**src/rtl/ipc_mailbox.sv**
```systemverilog
module ipc_mailbox #(
  parameter int NELEM = 4,
  parameter int NLOCK = 32,
  parameter int DW    = 32,
  parameter int AW    = 7
) (
  input  logic          clk,
  input  logic          rst_n,
  input  logic          cpu_en,
  input  logic          cpu_we,
  input  logic [AW-1:0] cpu_addr,
  input  logic [DW-1:0] cpu_wdata,
  output logic [DW-1:0] cpu_rdata,
  input  logic          mcu_en,
  input  logic          mcu_we,
  input  logic [AW-1:0] mcu_addr,
  input  logic [DW-1:0] mcu_wdata,
  output logic [DW-1:0] mcu_rdata,
  output logic          cpu_irq,
  output logic          mcu_irq
);
  localparam int EW   = $clog2(NELEM);
  localparam int LW   = $clog2(NLOCK);
  localparam int HALF = NELEM / 2;
  localparam logic [NELEM-1:0] TO_MCU = NELEM'((1 << HALF) - 1);
  localparam logic [NELEM-1:0] TO_CPU = ~TO_MCU;
  localparam logic [NELEM-1:0] SENDM [2] = '{TO_MCU, TO_CPU};
  localparam logic [NELEM-1:0] RECVM [2] = '{TO_CPU, TO_MCU};

  logic [1:0]    en, we, is_lock, wr_reg, rd_lock;
  logic [AW-1:0] ad [2];
  logic [DW-1:0] wd [2];
  logic [DW-1:0] rd [2];
  logic [1:0]    kind [2];
  logic [EW-1:0] idx [2];
  logic [LW-1:0] lidx [2];

  logic [DW-1:0]    data_q [NELEM];
  logic [DW-1:0]    cmd_q  [NELEM];
  logic [NELEM-1:0] ien_q  [2];
  logic [NELEM-1:0] flag_q, set_v, clr_v;
  logic [NLOCK-1:0] lock_q, lock_d;

  assign en = {mcu_en, cpu_en};
  assign we = {mcu_we, cpu_we};
  assign ad[0] = cpu_addr;
  assign ad[1] = mcu_addr;
  assign wd[0] = cpu_wdata;
  assign wd[1] = mcu_wdata;
  assign cpu_rdata = rd[0];
  assign mcu_rdata = rd[1];

  logic same_lock;
  assign same_lock = rd_lock[0] && (lidx[0] == lidx[1]);

  for (genvar s = 0; s < 2; s++) begin : g_side
    assign is_lock[s] = ad[s][AW-1];
    assign kind[s]    = ad[s][EW+1:EW];
    assign idx[s]     = ad[s][EW-1:0];
    assign lidx[s]    = ad[s][LW-1:0];
    assign wr_reg[s]  = en[s] && we[s] && !is_lock[s];
    assign rd_lock[s] = en[s] && !we[s] && is_lock[s];

    always_comb begin
      if (is_lock[s])
        rd[s] = {{(DW-1){1'b0}}, lock_q[lidx[s]] | ((s == 1) && same_lock)};
      else
        case (kind[s])
          2'd0:    rd[s] = data_q[idx[s]];
          2'd1:    rd[s] = cmd_q[idx[s]];
          2'd2:    rd[s] = DW'(flag_q);
          default: rd[s] = DW'(ien_q[s]);
        endcase
    end
  end

  always_comb begin
    set_v = '0;
    clr_v = '0;
    for (int s = 0; s < 2; s++)
      for (int i = 0; i < NELEM; i++) begin
        if (wr_reg[s] && kind[s] == 2'd1 && idx[s] == EW'(i) && SENDM[s][i]) set_v[i] = 1'b1;
        if (wr_reg[s] && kind[s] == 2'd2 && wd[s][i] && RECVM[s][i])           clr_v[i] = 1'b1;
      end
  end

  always_comb begin
    lock_d = lock_q;
    for (int s = 1; s >= 0; s--)
      if (en[s] && is_lock[s]) begin
        if (!we[s])             lock_d[lidx[s]] = 1'b1;
        else if (!wd[s][0])     lock_d[lidx[s]] = 1'b0;
      end
  end

  always_ff @(posedge clk) begin
    if (!rst_n) begin
      flag_q   <= '0;
      lock_q   <= '0;
      ien_q[0] <= '0;
      ien_q[1] <= '0;
      for (int i = 0; i < NELEM; i++) begin
        data_q[i] <= '0;
        cmd_q[i]  <= '0;
      end
    end else begin
      flag_q <= (flag_q & ~clr_v) | set_v;
      lock_q <= lock_d;
      for (int s = 0; s < 2; s++) begin
        if (wr_reg[s] && SENDM[s][idx[s]]) begin
          if (kind[s] == 2'd0) data_q[idx[s]] <= wd[s];
          if (kind[s] == 2'd1) cmd_q[idx[s]]  <= wd[s];
        end
        if (wr_reg[s] && kind[s] == 2'd3) ien_q[s] <= wd[s][NELEM-1:0];
      end
    end
  end

  assign cpu_irq = |(flag_q & ien_q[0] & TO_CPU);
  assign mcu_irq = |(flag_q & ien_q[1] & TO_MCU);
endmodule

```
**config.mk**
```make
export PLATFORM = sky130hd
export DESIGN_NAME = ipc_mailbox
export DESIGN_NICKNAME = d
export VERILOG_FILES = /design/src/rtl/ipc_mailbox.sv
export SDC_FILE = /design/constraint.sdc
export NUM_CORES = 1
export LEC_CHECK = 0
export BUFFER_PORTS_ARGS = -buffer_cell sky130_fd_sc_hd__buf_2
export CAP_MARGIN = 15
export CORE_MARGIN = 3
export CORE_UTILIZATION = 25
export CTS_CLUSTER_DIAMETER = 120
export CTS_CLUSTER_SIZE = 20
export DETAILED_ROUTE_END_ITERATION = 8
export PLACE_DENSITY = 0.52
export SYNTH_ARGS = -nofsm -noshare
export SYNTH_HDL_FRONTEND = slang
export SYNTH_SLANG_ARGS = --single-unit
```
**constraint.sdc**
```tcl
create_clock -name clk -period 4 [get_ports clk]
set_input_delay 0.6 -clock clk [delete_from_list [all_inputs] [get_ports clk]]
set_output_delay 0.6 -clock clk [all_outputs]
set_load 0.1 [all_outputs]
```
==> summary.txt <==
Clocking
  – Clock latency on the worst-skew pair: 0.53 ns
  – Root Buffer: clkbuf_16
  – Max Buffers Root-to-Sink: 3
  – Clock Sink Count: 300
  – Worst-path clk slew: 0.09 ns
  – Post-CTS setup buffers: 0
  – CTS Buf Count: 18
  – CTS tree: built
  – Post-CTS sizing: 0
  – Htree depth: 1
  – Hold_buf cts: 0

Final layout
  – Final #Nets: 1541
  – Share of cells above drive strength 1: 26.4%
  – Area added between synthesis and finish: 14.1%

Synthesis
  – Syn avg cell area: 12.7 um^2
  – Commonest cells in the synthesized netlist: edfxtp_1 (264), nand2_1 (147), mux4_2 (144)
  – Ys flop type: edfxtp_1
  – Synth async-reset ratio: 0%
  – Syn Nets: 1454
  – Sequential element share of the synthesized area: 49.8%
  – Mapped cell area: 0.0174 mm^2
  – EDFF count, synth: 264
  – Post-synth top area share: 45.7%
  – Post-Syn Instances: 1370
  – Synth warn: 0
  – Unique masters post-synth: 49
  – Synth area leaders: edfxtp_1 (46%), mux4_2 (19%), and2_1 (4.7%)
  – Area leader, netlist: edfxtp_1
  – Count leader, synth: edfxtp_1
  – Flops & latches, synth: 300

Min path
  – Hold crit path type: input pin to flip-flop
  – Min-delay src: mcu_wdata[14]

Pwr
  – VDD IR max: 0.329 mV
  – Pwr Density: 343 mW/mm^2
  – Leak Pwr: 7.09 nW

Timing
  – Post-route minimum period: 3.46 ns
  – Crit share post-route: 86.4%
  – RSZ-0062 raised after global routing: false
  – Final Skew: 0 ns
  – Setup TNS: 0 ns
  – FMAX: 289 MHz
  – # setup viols final: 0
  – Min setup slack post-route: 0.543 ns
  – Slew Limit Fails: 0
  – Rel. slew slack: 26.4%
  – Min Hold Slack: 0.360 ns
  – Final Hold Fails: 0
  – Slew @ Worst Pin: 1.10 ns

Setup path
  – Largest delay share family, worst path: buffers and inverters
  – CP arrival: 2.86 ns
  – Crit-path most repeated cell: buf_4
  – Crit. End Element: output port
  – Max incr delay on CP: 0.64 ns
  – Cell breakdown of the critical path: buf_4 > buf_4 > mux4_2 > mux2i_1 > nor2_1 > buf_2
  – CP Launch Point: cpu_addr[1]
  – Slowest cell on the critical path: buf_4
  – WP buf/inv: 3
  – Crit start category: input pin
  – Reg2reg start: lock_q[7]
  – CP Max Fanout: 55
  – Worst EP required: 3.40 ns
  – Kind of critical path: input pin to output port

Global route
  – Initial antenna violation count: 22
  – Total track usage: 16.1%
  – Largest net degree at the start of global routing: 66
  – First-pass GRT wire length: 87500 um
  – Number of global-route vias before repair: 12600
  – GRT overflow: 0

Job
  – Max-Cap Viols: 0

Routing
  – DR iter-0 viols: 1293
  – Total number of vias: 12300
  – Final wirelength: 60100 um
  – Via-per-instance ratio: 5.15
  – Post-route DRC: 0
  – Pre-antenna DRT Iters: 6
  – Wire per inst: 25.1 um
  – DRT antenna net count: 0

Floorplan
  – Die Y: 270 um
  – Die area: 0.0726 mm^2
  – Cell Rows: 95
  – Starting Density: 25.5%
  – Die Wd: 270 um
  – I/O pins: 150
  – Core ar.: 0.0680 mm^2

Placed design
  – IO buf count: 147
  – HPWL after DPL: 36700 um
  – Dpl ws: 0.562 ns
  – RD Place Congestion: 0.867

Outcome
  – Outcome: completed
-- per-stage QoR --
step	instances	total power, mW	util [%]	instance area, um^2
global placement	2358	4.92	28.4	19300
finish	2390	6.79	29.1	19800
floorplan	1370	4.54	-	17400
CTS	2381	6.87	29.1	19800
global route	2386	7.02	29.1	19800
detailed placement	2358	4.94	28.4	19300
-- cell usage in the layout (no fill, tap or decap), types with 9 or more instances in the layout --
master,count
and2_1,130
a22oi_1,38
buf_2,141
nor2_1,100
clkbuf_16,18
o21ai_0,66
dfxtp_1,36
buf_12,13
o31ai_1,32
nor2b_1,10
mux4_2,144
nand2_1,146
o21a_1,32
nand3_1,38
edfxtp_1,264
buf_4,38
mux2i_1,56
diode_2,9
and3_1,73
-- registers in the layout (all words and copies together), names as in the netlist --
name and count:
data_q 128, lock_q 32, cmd_q 128, ien_q 8, flag_q 4
-- cell type report --
class / count / area, um^2
multi-input combinational: 940 / 8210
timing repair buffer: 194 / 1270
clock inverter: 1 / 30.0
sequential: 300 / 8650
antenna: 9 / 22.5
fill: 7034 / 48200
tap: 921 / 1150
inverter: 3 / 11.3
clock buffer: 22 / 465
-- cells by family after synthesis --
group,after synthesis,share of synthesized area (%)
AOI/OAI and AO/OA,187,7.24
xor gates and xnor gates,5,0.252
muxes,209,23.2
DFF,300,49.8
buffers and inverters,130,3.55
and+or+nand+nor,539,15.9
-- metal layers --
| metal | vias up | GRT usage (%) | routed length (um) |
|---|---|---|---|
| met2 | 524 | 27.2 | 29000 |
| met3 | 114 | 3.91 | 5030 |
| li1 | 5399 | - | - |
| met5 | - | 0 | 97 |
| met4 | 16 | 4.61 | 1820 |
| met1 | 6262 | 20.6 | 24200 |
-- power by group --
part	total [mW]	internal, mW	switching [mW]
Combinational	1.24	0.411	0.832
Clock	1.93	0.836	1.09
Sequential	3.61	3.55	0.0687
Total	6.79	4.79	1.99
-- worst paths after layout --
check                       end  slack, ns  depth (start not counted)
setup / recovery  cpu_rdata[28]       0.54                          6
hold / removal    data_q[2][14]       0.36                          2
setup reg to reg      lock_q[7]       3.11                          3
hold reg to reg       flag_q[3]       0.56                          1
Power figures use the tool's default switching activity.
